**config.mk**
```make
export PLATFORM = sky130hd
export DESIGN_NAME = vtg_frame_timer
export DESIGN_NICKNAME = d
export VERILOG_FILES = /design/src/rtl/vtg_pkg.sv /design/src/rtl/vtg_shadow.sv /design/src/rtl/vtg_wrap_cnt.sv /design/src/rtl/vtg_out.sv /design/src/rtl/vtg_frame_timer.sv
export SDC_FILE = /design/constraint.sdc
export NUM_CORES = 1
export LEC_CHECK = 0
export ABC_CLOCK_PERIOD_IN_PS = 3000
export BUFFER_PORTS_ARGS = -buffer_cell sky130_fd_sc_hd__buf_4
export CORE_MARGIN = 5
export CORE_UTILIZATION = 60
export DETAILED_ROUTE_END_ITERATION = 10
export GPL_TIMING_DRIVEN = 0
export HOLD_SLACK_MARGIN = 0.12
export MAX_ROUTING_LAYER = met4
export PLACE_DENSITY = 0.79
export SETUP_SLACK_MARGIN = 0.3
export SYNTH_ARGS = -nofsm -noshare
export SYNTH_HDL_FRONTEND = slang
export SYNTH_SLANG_ARGS = --single-unit
```
**constraint.sdc**
```tcl
create_clock -name clk -period 3 [get_ports clk]
set_clock_uncertainty 0.15 [all_clocks]
set_input_delay 0.3 -clock clk [delete_from_list [all_inputs] [get_ports clk]]
set_output_delay 0.3 -clock clk [all_outputs]
set_load 0.05 [all_outputs]
```
**src/rtl/vtg_pkg.sv**
```systemverilog
package vtg_pkg;
  // Per-frame mode flags held in the shadow register
  typedef struct packed {
    logic show;   // border visible in the active area
    logic cont;   // line-valid runs through vertical blanking
    logic xr;     // line-valid XORed with frame-valid
  } vtg_mode_t;

  localparam int unsigned BORDER_W   = 4;
  localparam int unsigned BORDER_ADD = 2 * BORDER_W;
endpackage

```
**src/rtl/vtg_shadow.sv**
```systemverilog
module vtg_shadow
  import vtg_pkg::*;
#(
  parameter int unsigned CW = 10,
  parameter int unsigned RW = 10,
  localparam int unsigned HW = CW + 2,
  localparam int unsigned VW = RW + 2
) (
  input  logic          clk,
  input  logic          rst_n,
  input  logic          load_i,
  input  logic [CW-1:0] width_i,
  input  logic [RW-1:0] height_i,
  input  logic [CW-1:0] hblank_i,
  input  logic [RW-1:0] vblank_i,
  input  logic          brd_en_i,
  input  logic          brd_show_i,
  input  logic          lv_cont_i,
  input  logic          lv_xor_i,
  output vtg_mode_t     mode_o,
  output logic [HW-1:0] line_len_o,
  output logic [HW-1:0] row_last_o,
  output logic [VW-1:0] rows_act_o,
  output logic [VW-1:0] frame_last_o,
  output logic          pend_o
);
  logic          show_n, hide_n, ld;
  logic [HW-1:0] line_n, hbe_n, row_last_n;
  logic [VW-1:0] rows_n, vbe_n, frame_last_n;
  vtg_mode_t     mode_n;

  logic          pend_q;
  vtg_mode_t     mode_q;
  logic [HW-1:0] line_q, row_last_q;
  logic [VW-1:0] rows_q, frame_last_q;

  always_comb begin
    show_n       = brd_en_i & brd_show_i;
    hide_n       = brd_en_i & ~brd_show_i;
    line_n       = HW'(width_i)  + (show_n ? HW'(BORDER_ADD) : HW'(0));
    hbe_n        = HW'(hblank_i) + (hide_n ? HW'(BORDER_ADD) : HW'(0));
    row_last_n   = line_n + hbe_n - HW'(1);
    rows_n       = VW'(height_i) + (show_n ? VW'(BORDER_ADD) : VW'(0));
    vbe_n        = VW'(vblank_i) + (hide_n ? VW'(BORDER_ADD) : VW'(0));
    frame_last_n = rows_n + vbe_n - VW'(1);
    mode_n.show  = show_n;
    mode_n.cont  = lv_cont_i;
    mode_n.xr    = lv_xor_i & ~lv_cont_i;
    ld           = pend_q | load_i;
  end

  always_ff @(posedge clk or negedge rst_n) begin
    if (!rst_n) begin
      pend_q       <= 1'b1;
      mode_q       <= '0;
      line_q       <= '0;
      row_last_q   <= '0;
      rows_q       <= '0;
      frame_last_q <= '0;
    end else begin
      pend_q <= 1'b0;
      if (ld) begin
        mode_q       <= mode_n;
        line_q       <= line_n;
        row_last_q   <= row_last_n;
        rows_q       <= rows_n;
        frame_last_q <= frame_last_n;
      end
    end
  end

  assign mode_o       = mode_q;
  assign line_len_o   = line_q;
  assign row_last_o   = row_last_q;
  assign rows_act_o   = rows_q;
  assign frame_last_o = frame_last_q;
  assign pend_o       = pend_q;
endmodule

```
**src/rtl/vtg_wrap_cnt.sv**
```systemverilog
module vtg_wrap_cnt #(
  parameter int unsigned W = 12
) (
  input  logic         clk,
  input  logic         rst_n,
  input  logic         en_i,
  input  logic [W-1:0] last_i,
  output logic [W-1:0] cnt_o,
  output logic         at_last_o
);
  logic [W-1:0] cnt_q, cnt_n;

  always_comb begin
    at_last_o = (cnt_q == last_i);
    cnt_n     = cnt_q;
    if (en_i) cnt_n = at_last_o ? '0 : cnt_q + W'(1);
  end

  always_ff @(posedge clk or negedge rst_n) begin
    if (!rst_n) cnt_q <= '0;
    else        cnt_q <= cnt_n;
  end

  assign cnt_o = cnt_q;

  // a running counter never passes its wrap point
  p_cnt_bound_r11: assert property (@(posedge clk) disable iff (!rst_n)
    en_i |-> cnt_q <= last_i);
  // after the wrap point the count restarts at zero
  p_cnt_restart_r11: assert property (@(posedge clk) disable iff (!rst_n)
    (en_i && at_last_o) |=> cnt_q == '0);
endmodule

```
**src/rtl/vtg_out.sv**
```systemverilog
module vtg_out
  import vtg_pkg::*;
#(
  parameter int unsigned HW = 12,
  parameter int unsigned VW = 12
) (
  input  logic          clk,
  input  logic          rst_n,
  input  vtg_mode_t     mode_i,
  input  logic [HW-1:0] line_len_i,
  input  logic [VW-1:0] rows_act_i,
  input  logic [HW-1:0] hcnt_i,
  input  logic [VW-1:0] vcnt_i,
  output logic          fv_o,
  output logic          lv_o,
  output logic          bp_o
);
  logic h_act, edge_c, edge_r;

  always_comb begin
    h_act  = hcnt_i < line_len_i;
    fv_o   = vcnt_i < rows_act_i;
    if (mode_i.cont)    lv_o = h_act;
    else if (mode_i.xr) lv_o = h_act ^ fv_o;
    else                lv_o = h_act & fv_o;
    edge_c = (hcnt_i < HW'(BORDER_W)) || (hcnt_i >= line_len_i - HW'(BORDER_W));
    edge_r = (vcnt_i < VW'(BORDER_W)) || (vcnt_i >= rows_act_i - VW'(BORDER_W));
    bp_o   = mode_i.show & fv_o & h_act & (edge_c | edge_r);
  end

  // in gated mode a line strobe only appears inside the frame
  p_lv_in_fv_r2: assert property (@(posedge clk) disable iff (!rst_n)
    (!mode_i.cont && !mode_i.xr && lv_o) |-> fv_o);
  // border pixels lie inside the frame
  p_border_in_frame_r4: assert property (@(posedge clk) disable iff (!rst_n)
    bp_o |-> fv_o);
  // in XOR mode no line strobe overlaps a shown border pixel
  p_xor_no_border_lv_r8: assert property (@(posedge clk) disable iff (!rst_n)
    (mode_i.xr && bp_o) |-> !lv_o);
endmodule

```
**src/rtl/vtg_frame_timer.sv**
```systemverilog
module vtg_frame_timer
  import vtg_pkg::*;
#(
  parameter int unsigned CW = 10,
  parameter int unsigned RW = 10,
  localparam int unsigned HW = CW + 2,
  localparam int unsigned VW = RW + 2
) (
  input  logic          clk,
  input  logic          rst_n,
  input  logic [CW-1:0] cfg_width,
  input  logic [RW-1:0] cfg_height,
  input  logic [CW-1:0] cfg_hblank,
  input  logic [RW-1:0] cfg_vblank,
  input  logic          cfg_brd_en,
  input  logic          cfg_brd_show,
  input  logic          cfg_lv_cont,
  input  logic          cfg_lv_xor,
  output logic          frame_valid,
  output logic          line_valid,
  output logic [VW-1:0] row_idx,
  output logic [CW+1:0] col_idx,
  output logic          border_px
);
  vtg_mode_t     mode;
  logic [HW-1:0] line_len, row_last, hcnt;
  logic [VW-1:0] rows_act, frame_last, vcnt;
  logic          pend, run, h_last, v_last, v_en, frame_end;

  always_comb begin
    run       = ~pend;
    v_en      = run & h_last;
    frame_end = v_en & v_last;
  end

  vtg_shadow #(.CW(CW), .RW(RW)) u_shadow (
    .clk(clk), .rst_n(rst_n), .load_i(frame_end),
    .width_i(cfg_width), .height_i(cfg_height),
    .hblank_i(cfg_hblank), .vblank_i(cfg_vblank),
    .brd_en_i(cfg_brd_en), .brd_show_i(cfg_brd_show),
    .lv_cont_i(cfg_lv_cont), .lv_xor_i(cfg_lv_xor),
    .mode_o(mode), .line_len_o(line_len), .row_last_o(row_last),
    .rows_act_o(rows_act), .frame_last_o(frame_last), .pend_o(pend)
  );

  vtg_wrap_cnt #(.W(HW)) u_hcnt (
    .clk(clk), .rst_n(rst_n), .en_i(run), .last_i(row_last),
    .cnt_o(hcnt), .at_last_o(h_last)
  );

  vtg_wrap_cnt #(.W(VW)) u_vcnt (
    .clk(clk), .rst_n(rst_n), .en_i(v_en), .last_i(frame_last),
    .cnt_o(vcnt), .at_last_o(v_last)
  );

  vtg_out #(.HW(HW), .VW(VW)) u_out (
    .clk(clk), .rst_n(rst_n), .mode_i(mode),
    .line_len_i(line_len), .rows_act_i(rows_act),
    .hcnt_i(hcnt), .vcnt_i(vcnt),
    .fv_o(frame_valid), .lv_o(line_valid), .bp_o(border_px)
  );

  assign row_idx = vcnt;
  assign col_idx = hcnt;

  // the captured settings change only on the first pixel of a frame
  p_cfg_frame_only_r10: assert property (@(posedge clk) disable iff (!rst_n)
    (!$stable(line_len) || !$stable(rows_act) || !$stable(mode))
      |-> (hcnt == '0 && vcnt == '0));
  // frame-valid rises only at row 0, column 0
  p_fv_rise_start_r3: assert property (@(posedge clk) disable iff (!rst_n)
    $rose(frame_valid) |-> (vcnt == '0 && hcnt == '0));
endmodule

```
* After elaboration in Yosys (flattened, before gate mapping)
Index checks and enable logic that the tools add are counted.
** Storage, ports and cells
- Input port bits :: 46
- Flip-flop bits (word level) :: 76
** Cells by class
- Eq/ne operators :: 2
- $lt $le $gt $ge :: 6
- $add $sub $neg :: 12
- Multiplexer cells :: 6
- Reduce and logical (&&, ||, !) cells :: 2
- Bitwise operators :: 15
** Operators by type and width (number)
- adder 10 x 12 -> 12 bit :: 4
- adder 12 x 1 -> 12 bit, second input constant :: 2
- adder 12 bit :: 2
- equality test 12 bit :: 2
- >= comparator 12 bit :: 2
- less-than comparator 12 bit :: 2
- less-than comparator 12 x 3 -> 1 bit, second input constant :: 2
- 2-to-1 mux 12 bit :: 2
- subtractor 12 x 1 -> 12 bit, second input constant :: 2
- subtractor 12 x 3 -> 12 bit, second input constant :: 2
- AND 1 bit :: 9
- 2-to-1 mux 4 bit :: 2
- inverter 1 bit :: 3
- logical OR 1 bit :: 2
- 2-to-1 mux 1 bit :: 2
- OR 1 bit :: 2
- XOR 1 bit :: 1

* Longest topological paths before layout
- Word-level depth :: 6
- Depth in mapped cells :: 15
- Mapped depth without buffers :: 15

* Modules after synthesis
Synthesis repeated with hierarchy kept, for this count alone.
** Unflattened totals
- Cells, all modules :: 758
- Area, all modules :: 6615.1 µm²
** By module, submodules not included
- vtg_shadow :: instances 1, seq. area each 1252.5 µm², cells each 412, area each 3583.4 µm²
- vtg_wrap_cnt :: instances 2, seq. area each 300.3 µm², cells each 81, area each 818.3 µm²
- vtg_out :: instances 1, seq. area each 0.0 µm², cells each 181, area each 1376.3 µm²
- vtg_frame_timer :: instances 1, seq. area each 0.0 µm², cells each 3, area each 18.8 µm²

* Worst setup path after synthesis
OpenSTA, ideal clock, no wires.
- Path kind :: register -> output
- Start point :: register u_vcnt.cnt_q[1] (netlist: u_vcnt.cnt_o[1])
- End point :: output port line_valid
- Setup slack :: -1.259 ns
- Arrival :: 3.809 ns
- Cell stages (with the launch flop) :: 11
- Cell sequence :: dfrtp_1 ha_1 nor2b_1 o211ai_1 and3_1 o21ai_0 a311oi_1 ha_1 mux2i_1 nor2_1 a21o_1
** On the way
- Word-level cells in the longest chain between the ends :: 4
- Elaborated cells between the ends (all ways) :: 5
- Those cells by class :: order compare (1); mux (2); bitwise (2)
** RTL lines
- start: declaration :: line vtg_wrap_cnt.sv:11 : logic [W-1:0] cnt_q, cnt_n;
- start signal: assignment :: line vtg_wrap_cnt.sv:21 : else cnt_q <= cnt_n;
- less-than comparator 12 bit * :: line vtg_out.sv:22 : fv_o = vcnt_i < rows_act_i;
- named net frame_valid :: line vtg_frame_timer.sv:19 : output logic frame_valid,
- AND 1 bit / XOR 1 bit (equally long branches) :: line vtg_out.sv:25, vtg_out.sv:24
- 2-to-1 mux 1 bit * :: line vtg_out.sv:24 : else if (mode_i.xr) lv_o = h_act ^ fv_o;
- 2-to-1 mux 1 bit * :: line vtg_out.sv:23 : if (mode_i.cont) lv_o = h_act;
- end: declaration :: line vtg_frame_timer.sv:20 : output logic line_valid,
The timed path passes the listed nets; every way through them passes the cells marked *.

* Final worst setup path
- Start point :: register u_shadow.rows_q[2] (netlist: u_shadow.rows_act_o[2])
- End point :: output port border_px
** On the way
- Word-level cells in the longest chain between the ends :: 5
- Elaborated cells between the ends (all ways) :: 8
- Those cells by class :: add/sub (1); order compare (2); bitwise (4); reduce/logical (1)
** RTL lines
- start: declaration :: line vtg_shadow.sv:35 : logic [VW-1:0] rows_q, frame_last_q;
- start signal: assignment :: line vtg_shadow.sv:66 : rows_q <= rows_n;
- subtractor 12 x 3 -> 12 bit :: line vtg_out.sv:27 : edge_r = (vcnt_i < VW'(BORDER_W)) || (vcnt_i >= rows_act_i - VW'(BORDER_W));
- >= comparator 12 bit :: line vtg_out.sv:27
- logical OR 1 bit :: line vtg_out.sv:27
- OR 1 bit :: line vtg_out.sv:28 : bp_o = mode_i.show & fv_o & h_act & (edge_c | edge_r);
- AND 1 bit * :: line vtg_out.sv:28
- end: declaration :: line vtg_frame_timer.sv:23 : output logic border_px
Mark *: on every way between the ends. The rest lies on a longest branch, timed or not.

==> impl_metrics.py <==
metrics = {
    "yosys": {
        "synth_simple_gate_area_share_pct": 16.3,
        "synthMuxAreaShare_pct": 0.159,
        "synth_compound_area_share_pct": 15.0,
        "syn-instance-count": 728,
        "synth_seq_cells": 74,
        "synthFlopType": "dfrtp_1",
        "ys_types": 54,
        "synth_seq_area_share_pct": 29.4,
        "synth_top_family_by_area": "adder cells",
        "syn_nets": 885,
        "synthXorXnorAreaFrac_pct": 9.02,
        "synth_area_um2": 6310,
        "async_reset_ff_share_pct": 100,
        "syn_avg_cell_area_um2": 8.67,
        "synthAdderAreaFrac_pct": 22.5,
        "synth_edf_count": 0,
        "yosysWarnings": 0,
    },
    "timing": {
        "period_share_pct": 116,
        "slew_viol_final": 0,
        "slew_headroom_pct": 38.7,
        "setup_viol": 6,
        "rsz0062_at_grt": "true",
        "setup_slack_ns": -0.469,
        "tightest_slew_ns": 0.920,
        "tns_ns": -0.969,
        "period_minus_slack_ns": 3.47,
        "hold_viol": 0,
        "max_freq_ghz": 0.288,
    },
    "floorplanning": {
        "dieArea_um2": 12700,
        "die_h_um": 113,
        "core_um2": 10300,
        "num_io_pins": 73,
        "die_w_um": 113,
        "row_count": 37,
        "start_util_pct": 61.4,
    },
    "clocking": {
        "cts_buffer_depth": 2,
        "cts_root_buf": "clkbuf_8",
        "cts_buffers": 9,
        "cts_max_level": 3,
        "worstSkewPairLatency_ns": 0.37,
        "cts_tree": "yes",
        "cts.sink_count": 74,
        "clk_pin_slew_ns": 0.08,
    },
    "finish": {
        "fillers": 622,
        "diodes": 0,
        "finalNetCount": 1015,
        "drive_gt1_share_pct": 31.4,
        "area_delta_synth_final_pct": 34.0,
        "finalInstanceArea_um2": 8460,
    },
    "power": {
        "power.density_nw_per_um2": 497,
        "vdd_drop_max_uv": 361,
        "power_uw": 4210,
        "p_leak_uw": 0.00392,
    },
    "critical_path": {
        "cp.arrival_ns": 3.02,
        "worstSetupPathType": "reg2out",
        "start_kind": "flip-flop",
        "cp-end-kind": "output pin",
        "reg2regPathDepth": 7,
        "critPathMaxFanout": 4,
        "timing.critical_path.required_ns": 2.55,
    },
    "place": {
        "placed_area_um2": 7330,
        "dpl.hpwl_um": 12300,
        "gp_congestion": 0.884,
        "io_buffers": 72,
    },
    "drt": {
        "detail-route-antenna-nets": 0,
        "dr.first_iter.drc_count": 591,
        "viasPerCell": 5.90,
        "firstDrtPassIters": 5,
        "post_drt_wl_per_cell_um": 18.7,
        "vias": 5891,
        "route.final.wire_length_um": 18700,
        "drc": 0,
    },
    "global_route": {
        "track_usage_pct": 28.1,
        "grt_pass1_vias": 5856,
        "grt_antenna_before_repair": 0,
        "grt_pass1_wl_um": 27800,
        "grt_max_degree": 75,
        "grt_overflow_total": 0,
    },
    "min_path": {
        "min_path_cells": 3,
        "worstHoldPathType": "in2reg",
    },
    "status": {
        "violations": "negative setup slack",
        "outcome": "finished, violations left",
    },
    "job": {
        "cap_violations": 0,
    },
}
==> path summary, 6_finish.rpt <==
check / startpoint / endpoint / slack (ns)
min reg2reg: u_shadow.mode_o[2]$_DFFE_PN0P_ / u_shadow.mode_o[2]$_DFFE_PN0P_ / 0.35
min: cfg_width[8] / u_shadow.line_len_o[8]$_DFFE_PN0P_ / 0.13
max reg2reg: u_hcnt.cnt_o[4]$_DFFE_PN0N_ / u_shadow.line_len_o[3]$_DFFE_PN0P_ / 0.43
max: u_shadow.rows_act_o[2]$_DFFE_PN0P_ / border_px / -0.47
min in group asynchronous: rst_n / u_hcnt.cnt_o[7]$_DFFE_PN0N_ / 0.45
max in group asynchronous: rst_n / u_shadow.line_len_o[3]$_DFFE_PN0P_ / 1.58
==> layout make-up <==
class | count | area [um2] | area share (%)
Buffer | 15 | 103 | 1.21
Clock buffer | 9 | 124 | 1.46
Clock inverter | 6 | 67.6 | 0.799
Inverter | 101 | 392 | 4.63
Multi-Input combinational cell | 538 | 4740 | 56.1
Sequential cell | 74 | 1880 | 22.2
Tap cell | 136 | 170 | 2.01
Timing Repair Buffer | 119 | 975 | 11.5
==> worst max-delay path, stage by stage, from the launching register on <==
cell      delay [ns]
dfrtp_2         0.46
inv_1           0.11
ha_1            0.22
nand2_2         0.12
nor3_1          0.23
xnor2_1         0.15
ha_1            0.27
a21oi_2         0.21
o22ai_1         0.10
nor4_1          0.17
o311ai_1        0.16
o2111a_2        0.32
buf_8           0.15
==> power by group <==
group	internal (uW)	total, uW	switching [uW]	leakage, uW
Clock	382	777	396	0.0000917
Sequential	1170	1370	199	0.000886
Combinational	992	2050	1060	0.00294
==> per-layer routing <==
layer	vias up	GRT usage [%]	share of wire, %
met1	2859	35.2	41
met2	227	46.4	50
met4	0	11.6	4.0
met5	-	-	0
li1	2746	-	-
met3	59	2.86	5.3
==> placed cells by master, fill, tap and decap left out, types with 4 or more instances in the layout <==
cell            n
nand3_1        19
nor2_1         36
nand2_1        65
ha_1           74
o31ai_1         7
a21oi_1        34
a21o_1         11
dfrtp_1        51
nor2b_1         8
nand4_1        12
inv_4           5
fa_2            4
o21ai_0        37
ha_4           30
o21a_1         14
buf_6          14
nor2_2          4
buf_4          97
inv_1          86
xnor2_1        43
o21ai_1         7
nor3_1          7
xor2_1         12
buf_2           7
clkbuf_8        9
inv_2          10
and3_1          9
xnor2_2         4
dfrtp_2        22
nand2b_1       12
a21oi_2         9
dlygate4sd3_1  10
==> registers in the layout, summed over array words and instances (netlist names) <==
| register | cells |
|---|---|
| u_hcnt.cnt_o | 12 |
| u_shadow.frame_last_o | 12 |
| u_shadow.line_len_o | 11 |
| u_shadow.mode_o | 3 |
| u_shadow.pend_o | 1 |
| u_shadow.row_last_o | 12 |
| u_shadow.rows_act_o | 11 |
| u_vcnt.cnt_o | 12 |
==> timing repair <==
action	in CTS	in global routing
pin swaps	48	35
resized for setup	65	47
endpoints found under the hold margin	82	0
buffers inserted	26	11
hold buffers	10	0
setup endpoints to repair	11	16
==> cell families after synthesis <==
family | after synthesis
buffers and inverters | 116
muxes | 1
AOI/OAI and AO/OA | 152
adders and majority gates | 111
xor gates and xnor gates | 65
other | 1
DFF | 74
and+or+nand+nor | 208
==> cell usage after synthesis, drive strengths merged, types with 13 or more instances <==
cell type / number / area share, %
ha: 107 / 21
inv: 101 / 6.0
dfrtp: 73 / 29
nand2: 67 / 4.0
xnor2: 49 / 6.8
o21ai: 47 / 3.7
a21oi: 43 / 3.5
nor2: 41 / 2.4
nand3: 22 / 1.7
xor2: 16 / 2.2
o21a: 14 / 1.7
nand2b: 13 / 1.3
==> stage by stage <==
stage	util, %	hold WS [ns]	std cells	setup WS, ns
2_1_floorplan	-	-0.146	728	-0.106
3_3_place_gp	71.4	0.304	936	-0.359
3_5_place_dp	71.4	0.317	936	-0.395
4_1_cts	79.6	0.120	987	-0.450
5_1_grt	82.3	0.135	998	-0.623
6_report	82.3	0.133	998	-0.469
(Power assumes the default switching activity.)
